===== src/rtl/nextpc_pkg.sv =====
package nextpc_pkg;

    localparam int PC_W   = 16;
    localparam int BYTE_W = 8;
    localparam int LEN_W  = 2;
    localparam int FLOW_W = 3;
    localparam int PAGE_W = 11;
    localparam int SEL_W  = 3;

    typedef enum logic [FLOW_W-1:0] {
        FLOW_SEQ   = 3'd0,
        FLOW_PAGE  = 3'd1,
        FLOW_LONG  = 3'd2,
        FLOW_REL   = 3'd3,
        FLOW_INDIR = 3'd4
    } flow_e;

    typedef struct packed {
        logic [PC_W-1:0] page;
        logic [PC_W-1:0] long_a;
        logic [PC_W-1:0] rel;
        logic [PC_W-1:0] indir;
    } tgt_set_t;

    // unknown flow codes fall back to sequential stepping
    function automatic flow_e flow_decode(input logic [FLOW_W-1:0] code);
        case (code)
            3'd1:    return FLOW_PAGE;
            3'd2:    return FLOW_LONG;
            3'd3:    return FLOW_REL;
            3'd4:    return FLOW_INDIR;
            default: return FLOW_SEQ;
        endcase
    endfunction

    function automatic logic [PC_W-1:0] sext_byte(input logic [BYTE_W-1:0] b);
        return {{(PC_W-BYTE_W){b[BYTE_W-1]}}, b};
    endfunction

    function automatic logic [PC_W-1:0] page_target(
        input logic [PC_W-1:0]   adv,
        input logic [BYTE_W-1:0] opc,
        input logic [BYTE_W-1:0] lo
    );
        return {adv[PC_W-1:PAGE_W], opc[BYTE_W-1:BYTE_W-SEL_W], lo};
    endfunction

endpackage


===== src/rtl/nextpc_advance.sv =====
module nextpc_advance
    import nextpc_pkg::*;
#(
    parameter int W  = PC_W,
    parameter int LW = LEN_W
) (
    input  logic [W-1:0]  pc,
    input  logic [LW-1:0] len,
    output logic [W-1:0]  adv
);
    localparam int PAD = W - LW;

    always_comb begin
        adv = pc + {{PAD{1'b0}}, len};
    end
endmodule


===== src/rtl/nextpc_targets.sv =====
module nextpc_targets
    import nextpc_pkg::*;
#(
    parameter bit OFFSET_LAST_BYTE = 1'b1
) (
    input  logic [PC_W-1:0]   adv,
    input  logic [LEN_W-1:0]  len,
    input  logic [BYTE_W-1:0] opcode,
    input  logic [BYTE_W-1:0] op1,
    input  logic [BYTE_W-1:0] op2,
    input  logic [BYTE_W-1:0] acc,
    input  logic [PC_W-1:0]   dptr,
    output tgt_set_t          tgts
);
    localparam int ACC_PAD = PC_W - BYTE_W;
    logic [BYTE_W-1:0] rel_byte;

    generate
        if (OFFSET_LAST_BYTE) begin : g_last
            always_comb rel_byte = (len == LEN_W'(3)) ? op2 : op1;
        end else begin : g_first
            logic unused_sel;
            always_comb begin
                rel_byte   = op1;
                unused_sel = ^{len, op2};
            end
        end
    endgenerate

    always_comb begin
        tgts.page   = page_target(adv, opcode, op1);
        tgts.long_a = {op1, op2};
        tgts.rel    = adv + sext_byte(rel_byte);
        tgts.indir  = dptr + {{ACC_PAD{1'b0}}, acc};
    end
endmodule


===== src/rtl/nextpc_select.sv =====
module nextpc_select
    import nextpc_pkg::*;
(
    input  flow_e           kind,
    input  logic            taken,
    input  logic [PC_W-1:0] adv,
    input  tgt_set_t        tgts,
    output logic [PC_W-1:0] nxt
);
    always_comb begin
        case (kind)
            FLOW_PAGE:  nxt = tgts.page;
            FLOW_LONG:  nxt = tgts.long_a;
            FLOW_REL:   nxt = taken ? tgts.rel : adv;
            FLOW_INDIR: nxt = tgts.indir;
            default:    nxt = adv;
        endcase
    end
endmodule


===== src/rtl/nextpc_unit.sv =====
module nextpc_unit
    import nextpc_pkg::*;
#(
    parameter logic [PC_W-1:0] RESET_VEC = '0
) (
    input  logic              clk,
    input  logic              rst,
    input  logic [PC_W-1:0]   cur_pc,
    input  logic [LEN_W-1:0]  instr_len,
    input  logic [FLOW_W-1:0] flow,
    input  logic [BYTE_W-1:0] opcode,
    input  logic [BYTE_W-1:0] operand1,
    input  logic [BYTE_W-1:0] operand2,
    input  logic [BYTE_W-1:0] acc,
    input  logic [PC_W-1:0]   dptr,
    input  logic              taken,
    output logic [PC_W-1:0]   next_pc
);
    localparam int LEN_PAD = PC_W - LEN_W;
    localparam int ACC_PAD = PC_W - BYTE_W;

    logic [PC_W-1:0] adv;
    logic [PC_W-1:0] nxt;
    tgt_set_t        tgts;
    flow_e           kind;

    always_comb kind = flow_decode(flow);

    nextpc_advance #(.W(PC_W), .LW(LEN_W)) u_adv (
        .pc  (cur_pc),
        .len (instr_len),
        .adv (adv)
    );

    nextpc_targets #(.OFFSET_LAST_BYTE(1'b1)) u_tgt (
        .adv    (adv),
        .len    (instr_len),
        .opcode (opcode),
        .op1    (operand1),
        .op2    (operand2),
        .acc    (acc),
        .dptr   (dptr),
        .tgts   (tgts)
    );

    nextpc_select u_sel (
        .kind  (kind),
        .taken (taken),
        .adv   (adv),
        .tgts  (tgts),
        .nxt   (nxt)
    );

    always_ff @(posedge clk) begin
        if (rst) next_pc <= RESET_VEC;
        else     next_pc <= nxt;
    end

    AST_SEQ_STEP: assert property (@(posedge clk) disable iff (rst)
        (flow == 3'd0) |=> next_pc == $past(cur_pc + {{LEN_PAD{1'b0}}, instr_len}));
    AST_PAGE_BLOCK: assert property (@(posedge clk) disable iff (rst)
        (flow == 3'd1) |=> next_pc[PC_W-1:PAGE_W] ==
            $past(PC_W'(cur_pc + {{LEN_PAD{1'b0}}, instr_len}) >> PAGE_W));
    AST_PAGE_LOW: assert property (@(posedge clk) disable iff (rst)
        (flow == 3'd1) |=> next_pc[PAGE_W-1:0] == $past({opcode[7:5], operand1}));
    AST_LONG_LOAD: assert property (@(posedge clk) disable iff (rst)
        (flow == 3'd2) |=> next_pc == $past({operand1, operand2}));
    AST_REL_FALL: assert property (@(posedge clk) disable iff (rst)
        (flow == 3'd3 && !taken) |=> next_pc == $past(cur_pc + {{LEN_PAD{1'b0}}, instr_len}));
    AST_INDIR_SUM: assert property (@(posedge clk) disable iff (rst)
        (flow == 3'd4) |=> next_pc == $past(dptr + {{ACC_PAD{1'b0}}, acc}));
    AST_SPARE_SEQ: assert property (@(posedge clk) disable iff (rst)
        (flow >= 3'd5) |=> next_pc == $past(cur_pc + {{LEN_PAD{1'b0}}, instr_len}));
endmodule


===== config.mk =====
export PLATFORM = sky130hd
export DESIGN_NAME = nextpc_unit
export DESIGN_NICKNAME = d
export VERILOG_FILES = /design/src/rtl/nextpc_pkg.sv /design/src/rtl/nextpc_advance.sv /design/src/rtl/nextpc_targets.sv /design/src/rtl/nextpc_select.sv /design/src/rtl/nextpc_unit.sv
export SDC_FILE = /design/constraint.sdc
export NUM_CORES = 1
export LEC_CHECK = 0
export BUFFER_PORTS_ARGS = -buffer_cell sky130_fd_sc_hd__buf_2
export CORE_MARGIN = 3
export CORE_UTILIZATION = 40
export DETAILED_ROUTE_END_ITERATION = 12
export GPL_TIMING_DRIVEN = 1
export PLACE_DENSITY = 0.65
export SKIP_CTS_REPAIR_TIMING = 1
export SLEW_MARGIN = 20
export SYNTH_ARGS = -nofsm -noshare
export SYNTH_HDL_FRONTEND = slang
export SYNTH_HIERARCHICAL = 1
export SYNTH_SLANG_ARGS = --single-unit

===== constraint.sdc =====
create_clock -name clk -period 5.95 [get_ports clk]
set_input_delay 1.785 -clock clk [delete_from_list [all_inputs] [get_ports clk]]
set_output_delay 1.785 -clock clk [all_outputs]
set_load 0.02 [all_outputs]

After elaboration in Yosys (flattened, before gate mapping)
Cells that the tools add are included.
Operators by class
  bitwise gates (word level): 0
  divide/modulo/power cells: 0
  $lt $le $gt $ge: 0
  multiply operators: 0
  equality and inequality tests: 9
  shifts and indexed selects: 0
  muxes and demuxes: 4
  reduce and logical (&&, ||, !) cells: 0
  $add $sub $neg: 3
Operator list (number)
  case mux 16 bit (4 select lines): 1
  adder 16 bit: 1
  adder 16 x 2 -> 16 bit: 1
  adder 16 x 8 -> 16 bit: 1
  2-to-1 mux 16 bit: 1
  equality test 3 x 2 -> 1 bit, second input constant: 4
  case mux 3 bit (4 select lines): 1
  2-to-1 mux 8 bit: 1
  equality test 3 x 1 -> 1 bit, second input constant: 2
  equality test 3 bit, second input constant: 2
  equality test 2 bit, second input constant: 1
Word-level totals
  RAM bits: 0
  input bits: 72
  bits in latches: 0
  output and inout bits: 16
  word-level logic and storage cells: 17
  memories: 0
  bits in read-only memories: 0
  bits in registers: 16

Depth between registers and ports, before layout
Gate-level depths: netlist of the first run.
  depth in word-level cells: 5
  mapped depth: 16
  depth with buffers taken out: 16

Hierarchy
Netlist of the first run, hierarchy kept.
Modules (own cells, without submodules)
  nextpc_targets: seq. area each 0.0 um^2, instances 1, area an instance 1574.0 um^2, cells each 209
  nextpc_select: seq. area each 0.0 um^2, instances 1, area an instance 790.8 um^2, cells each 102
  nextpc_unit: seq. area each 320.3 um^2, instances 1, area an instance 484.2 um^2, cells each 36
  nextpc_advance: seq. area each 0.0 um^2, instances 1, area an instance 335.3 um^2, cells each 44

Worst setup path after synthesis of the first run
No wires, ideal clock.
  path kind: input -> register
  start point: in cur_pc[0]
  end point: reg next_pc[15]
  stages: 16
  setup slack: 1137 ps
  library setup time: 116 ps
  data required time: 5834 ps
  arrival time: 4697 ps
  path buffers: 0
  path through: ha_1 > inv_1 > fa_1 > nor3_1 > nand3_1 > xnor2_1 > ha_1 > a21oi_2 > o21ai_0 > a311oi_1 > o21ai_1 > xnor2_1 > a21oi_1 > o22ai_1 > a21o_1 > and2b_2
RTL lines
  start, declared: RTL line nextpc_unit.sv:8  | input logic [PC_W-1:0] cur_pc,
  end signal, assigned: RTL line nextpc_unit.sv:56  | else next_pc <= nxt;
  end, declared: RTL line nextpc_unit.sv:17  | output logic [PC_W-1:0] next_pc

==> results of run 1 <==
## kinds of logic after synthesis
family | after synthesis | share of synthesized area
xor+xnor | 41 | 0.113
mux | 9 | 0.0314
buf+inv | 58 | 0.140
compound gates | 124 | 0.275
flops | 16 | 0.101
fa+ha+maj | 29 | 0.121
simple gates | 114 | 0.220
## layout make-up
type | count | area share
timing repair buffer | 86 | 0.130
multi-input combinational | 317 | 0.715
tap | 99 | 0.0366
sequential | 16 | 0.0947
clock buffer | 3 | 0.0122
inverter | 10 | 0.0111
## path summary, 6_finish.rpt
path | to | depth (start not counted) | startpoint | slack [ns]
max | next_pc[15] | 16 | instr_len[0] | 0.89
min | next_pc[2] | 2 | rst | 1.90
## where the power goes
group | switching [W] | leakage [nW] | internal [W] | total [W]
Clock | 0.0000348 | 0.0216 | 0.0000449 | 0.0000797
Combinational | 0.000182 | 1.41 | 0.000143 | 0.000325
Sequential | 0.00000224 | 0.133 | 0.000117 | 0.000120
## synthesized netlist by cell type (all sizes together), types with 8 or more instances
library cell	count
buf	43
a21oi	33
nor2b	32
ha	26
xnor2	26
a21o	25
nand2	19
a22oi	17
o22ai	17
dfxtp	16
nor2	16
xor2	15
o21ai	14
nand3	13
inv	10
mux2	8
nand4	8
## metal layers
| metal | track usage | part of all wire |
|---|---|---|
| met5 | 0 | 0 |
| met2 | 0.319 | 0.50 |
| met4 | 0.0204 | 0.0074 |
| met3 | 0.0308 | 0.047 |
| met1 | 0.216 | 0.44 |
## per-stage QoR
step                std cells  total power (W)  cell area, µm²
floorplan                 391         0.000380            3180
global placement          528         0.000442            3340
detailed placement        528         0.000446            3340
CTS                       531         0.000529            3380
global route              531         0.000567            3380
finish                    531         0.000524            3380
==> results.txt, run 1 <==
----------------------------------------------------
[Run status]
  Result of the run ... finished clean

[Detailed routing]
  Via Count ... 2,904
  Total wire length ... 7.93 mm
  Iteration-0 DRC count of the detailed router ... 140
  Detail Route Antenna Nets ... 0
  Length of the first detailed-routing pass in iterations ... 4
  Final routed DRC violation total ... 0
  Wire length per cell after detailed routing ... around 15 µm
  Avg Vias per Cell ... 5.47

[STA]
  Final setup violation count ... 0
  Unrepaired setup endpoints after global routing ... no
  Final critical delay including setup and external delays ... between 5 and 6 ns
  Number of endpoints with negative hold slack in the final report ... 0
  Sum of negative setup slack ... 0 ns
  Final Max Tran Viols ... 0
  Slew HR ... 0.533
  Tcrit/Tclk final ... 0.850
  Final hold slack ... between 1.5 and 2 ns
  Slew at the pin closest to its max-slew limit ... 0.700 ns
  Highest achievable clock rate ... 198 MHz
  PnR worst setup slack ... 0.892 ns

[Global route]
  Aggregate global routing overflow ... 0
  Antenna violations before repair ... 0
  Pin count of the biggest net entering global routing ... 24
  Via count of the first global-routing pass ... 2,782
  First-pass GRT wire length ... 12.6 mm
  GR Util All Layers ... 0.174

[Layout]
  Synth-to-Final Area Change ... 6.21%
  Max reg flops ... 16
  Commonest cells after routing, fill and taps aside ... sky130_fd_sc_hd__buf_2 (82), sky130_fd_sc_hd__a21oi_1 (31), sky130_fd_sc_hd__xnor2_1 (26), sky130_fd_sc_hd__ha_1 (26), sky130_fd_sc_hd__a21o_1 (25)
  Number of nets in the layout ... 535
  Finished Core Util ... 0.452
  Number of diodes ... 0
  Largest reg by FF count ... next_pc
  Registers with the highest flip-flop counts ... next_pc (16)
  Register cell area after layout ... 320 µm²
  Area of combinational cells with multiple inputs ... 2420 µm²
  Number of fill cells in the layout ... approximately 810
  Commonest non-fill, non-tap cell in the layout ... sky130_fd_sc_hd__buf_2
  Layout cell share with drive strength beyond 1 ... 0.315

[Floorplan]
  Height of the chip ... 95.2 µm
  Horiz. Die Dim ... 95.2 µm
  Initial core utilization ... 0.425
  Die area ... between 9000 and 10,000 µm²
  Area of the core ... 7490 µm²
  Number of rows in the core area ... 31
  Number of top-level design ports ... 88

[Yosys]
  Total number of yosys warnings ... 6
  Post-synth EDFFs ... 0
  Share of the yosys chip area belonging to registers ... 0.101
  Flops & latches, synth ... 16
  Cell area after synthesis ... between 3000 and 4000 µm²
  Dominant synthesized flop cell ... sky130_fd_sc_hd__dfxtp_1
  Asr flop ratio synth ... 0
  Net count after synthesis ... 492
  Leading post-synthesis cells by cell area ... sky130_fd_sc_hd__ha_1 (10%), sky130_fd_sc_hd__dfxtp_1 (10%), sky130_fd_sc_hd__buf_4 (7.5%), sky130_fd_sc_hd__xnor2_1 (7.2%), sky130_fd_sc_hd__a21o_1 (5.9%)
  Mean post-synth cell area ... 8.14 µm²
  Netlist cell types ... 54
  Share of Yosys cell area claimed by the top area cell type ... 0.102
  Top cell type by total area after synthesis ... sky130_fd_sc_hd__ha_1
  Cell count after synthesis ... approximately 400

[Clock tree]
  TritonCTS buffer count ... 3
  CTS sink count ... 16
  CTS tree ... built
  Root cell of the clock tree ... sky130_fd_sc_hd__clkbuf_8
  Clock-pin transition on the worst setup and hold timing paths ... 0.06 ns
  Maximum buffer depth of the clock tree ... 2
  H-tree levels ... 1

[Worst setup path]
  Maximum net fanout on the critical path ... 8
  CP arrival ... 5.20 ns
  Required @ worst endpoint ... 6.09 ns
  Worst Setup Start Kind ... input port
  Peak per-stage delay on the critical path ... 0.49 ns
  CP Cell Sequence ... buf_2 -> ha_1 -> inv_1 -> fa_1 -> nor4_4 -> xor2_1 -> ha_1 -> a21oi_2 -> o21ai_0 -> a311oi_1 -> o21ai_1 -> xnor2_1 -> a21oi_1 -> o22ai_1 -> a21o_1 -> and2b_2
  Total buffers and inverters traversed by the critical path ... 2
  CP max-delay cell ... sky130_fd_sc_hd__fa_1
  Start-to-end type of the worst setup path ... input port to flip-flop
  CP most frequent cell ... sky130_fd_sc_hd__ha_1
  Element type at the critical path end ... flip-flop
  Category of cells accounting for the largest share of critical-path delay ... compound AO/OA/AOI/OAI gates

[Power and ir drop]
  Static Leakage ... 1.57 nW
  Worst VDD drop ... 0.0000757 V
  Power density relative to cell area ... 155 nW/µm²

[Min path]
  Min-Delay Path Class ... input port to flip-flop

[Place]
  Detailed placement HPWL ... 6.69 mm
  RD Place Congestion ... 0.837
  Post-placement worst setup slack ... 0.645 ns
  PortBufs ... 82

[Flow run]
  Max Cap Violations ... 0

----------------------------------------------------
Power figures use the tool's default switching activity.
==> run 2, diff against run 1 <==
Settings changed: CELL_PAD_IN_SITES_DETAIL_PLACEMENT from default to 1, CELL_PAD_IN_SITES_GLOBAL_PLACEMENT from default to 1, CORE_UTILIZATION 40 to 39, PLACE_DENSITY 0.65 to 0.83.
==> run 2 against run 1 <==
Net effect:
- clock power increased by 21%
- worst setup slack got worse by 0.078 ns
- count of clock-buffer cells in the layout grew 1
- routed wire length is 11% higher
- final cell count up 0.75%
- non-clock buffer count unchanged
- total power rose by 4.2%
- largest power group unchanged
==> results.txt, run 2 (same netlist as run 1, synthesis figures left out) <==
----------------------------------------------------
[Detailed routing]
  Avg Vias per Cell ... 5.50
  Wire length per cell after detailed routing ... 16.4 µm
  Highest routed layer ... met4
  Met1 Wirelength ... between 3 and 4 mm
  Via Count ... between 2,000 and 3,000
  Routed length on met3 ... 390 µm
  Total wire length ... 8.78 mm
  Detail Route Antenna Nets ... 0
  Final routed DRC violation total ... 0
  Length of the first detailed-routing pass in iterations ... 6
  Iteration-0 DRC count of the detailed router ... 94
  Wire length on met2 ... 4.42 mm

[Layout]
  Registers with the highest flip-flop counts ... next_pc (16)
  Number of non-filler instances in the completed layout ... ~540
  Number of fill cells in the layout ... 1,014
  Number of nets in the layout ... 535
  Layout cell share with drive strength beyond 1 ... 0.316
  Synth-to-Final Area Change ... 6.76%
  Largest reg by FF count ... next_pc
  Max reg flops ... 16
  Commonest non-fill, non-tap cell in the layout ... sky130_fd_sc_hd__buf_2
  Commonest cells after routing, fill and taps aside ... sky130_fd_sc_hd__buf_2 (82), sky130_fd_sc_hd__a21oi_1 (31), sky130_fd_sc_hd__xnor2_1 (26), sky130_fd_sc_hd__ha_1 (26), sky130_fd_sc_hd__a21o_1 (25)
  Finished Core Util ... 0.435
  Number of diodes ... 0

[Power and ir drop]
  Total Power ... about 0.00055 W
  Power density relative to cell area ... 161 nW/µm²
  Static Leakage ... 1.58 nW
  Worst VDD drop ... 0.0000870 V

[Worst setup path]
  Start-to-end type of the worst setup path ... input port to flip-flop
  Maximum net fanout on the critical path ... 8
  Worst Setup Start Kind ... input port
  CP arrival ... ~5.3 ns
  Required @ worst endpoint ... 6.10 ns
  Element type at the critical path end ... flip-flop

[Place]
  Total instance count after detailed placement ... 531
  RD Place Congestion ... 0.889
  Detailed placement HPWL ... about 7.4 mm
  PortBufs ... 82

[Floorplan]
  Number of top-level design ports ... between 80 and 90
  Die area ... ~9300 µm²
  Number of rows in the core area ... 32
  Initial core utilization ... 0.408
  Horiz. Die Dim ... approximately 96 µm
  Area of the core ... slightly below 8000 µm²
  Height of the chip ... 96.4 µm

[Clock tree]
  H-tree levels ... 1
  Maximum buffer depth of the clock tree ... 2
  CTS sink count ... 16
  CTS tree ... built
  TritonCTS buffer count ... 3
  Root cell of the clock tree ... sky130_fd_sc_hd__clkbuf_8
  Clock-pin transition on the worst setup and hold timing paths ... roughly 0.060 ns

[STA]
  Final Max Tran Viols ... 0
  Final setup violation count ... 0
  Tcrit/Tclk final ... 0.863
  Slew at the pin closest to its max-slew limit ... 0.882 ns
  Unrepaired setup endpoints after global routing ... no
  Sum of negative setup slack ... 0 ns
  Number of endpoints with negative hold slack in the final report ... 0
  Final critical delay including setup and external delays ... 5.14 ns
  Highest achievable clock rate ... just under 200 MHz
  Slew HR ... 0.411

[Global route]
  GR Util All Layers ... 0.190
  Aggregate global routing overflow ... 0
  First-pass GRT wire length ... 14.1 mm
  Pin count of the biggest net entering global routing ... 20
  Via count of the first global-routing pass ... 3,010
  Antenna violations before repair ... 0

[Flow run]
  Max Cap Violations ... 0

[Run status]
  Result of the run ... finished clean

[Min path]
  Min-Delay Path Class ... input port to flip-flop

----------------------------------------------------
-- run 2: area by class of cell --
class                      instances  area (µm²)  share of cell area
clock buffer                       4        55.1              0.0162
inverter                          10        37.5              0.0110
timing repair buffer              86         440               0.130
multi-input combinational        317        2420               0.711
sequential                        16         320              0.0942
tap                              102         128              0.0375
-- run 2: critical path: stages --
cell and delay [ns]:
sky130_fd_sc_hd__buf_2 0.09, sky130_fd_sc_hd__ha_1 0.18, sky130_fd_sc_hd__inv_1 0.06, sky130_fd_sc_hd__fa_1 0.48
sky130_fd_sc_hd__nor4_4 0.41, sky130_fd_sc_hd__xor2_1 0.25, sky130_fd_sc_hd__ha_1 0.39, sky130_fd_sc_hd__a21oi_2 0.26
sky130_fd_sc_hd__o21ai_0 0.17, sky130_fd_sc_hd__a311oi_1 0.28, sky130_fd_sc_hd__o21ai_1 0.12, sky130_fd_sc_hd__xnor2_1 0.14
sky130_fd_sc_hd__a21oi_1 0.14, sky130_fd_sc_hd__o22ai_1 0.10, sky130_fd_sc_hd__a21o_1 0.21, sky130_fd_sc_hd__and2b_2 0.19
-- run 2: final timing paths --
kind / startpoint / end / cells after the start
setup / recovery: instr_len[0] / next_pc[15] / 16
hold / removal: rst / next_pc[4] / 2
-- run 2: routing by layer --
layer	track usage	up-vias
met2	0.342	70
li1	-	1462
met5	0	-
met3	0.0321	18
met4	0.0479	0
met1	0.233	1393
-- run 2: where the power goes --
part	internal (W)	switching (W)	total [W]
logic	0.000143	0.000187	0.000330
clock network	0.0000587	0.0000377	0.0000964
registers	0.000117	0.00000220	0.000120
-- run 2: metrics by stage --
stage / hold slack, ns / setup WS [ns] / cell area [µm²]
after global routing: 1.92 / 0.545 / 3400
after floorplan: 1.99 / 1.14 / 3180
final: 1.91 / 0.814 / 3400
after CTS: 1.91 / 0.827 / 3400
after detailed placement: 2.16 / 0.578 / 3340
after global placement: 2.16 / 0.701 / 3340
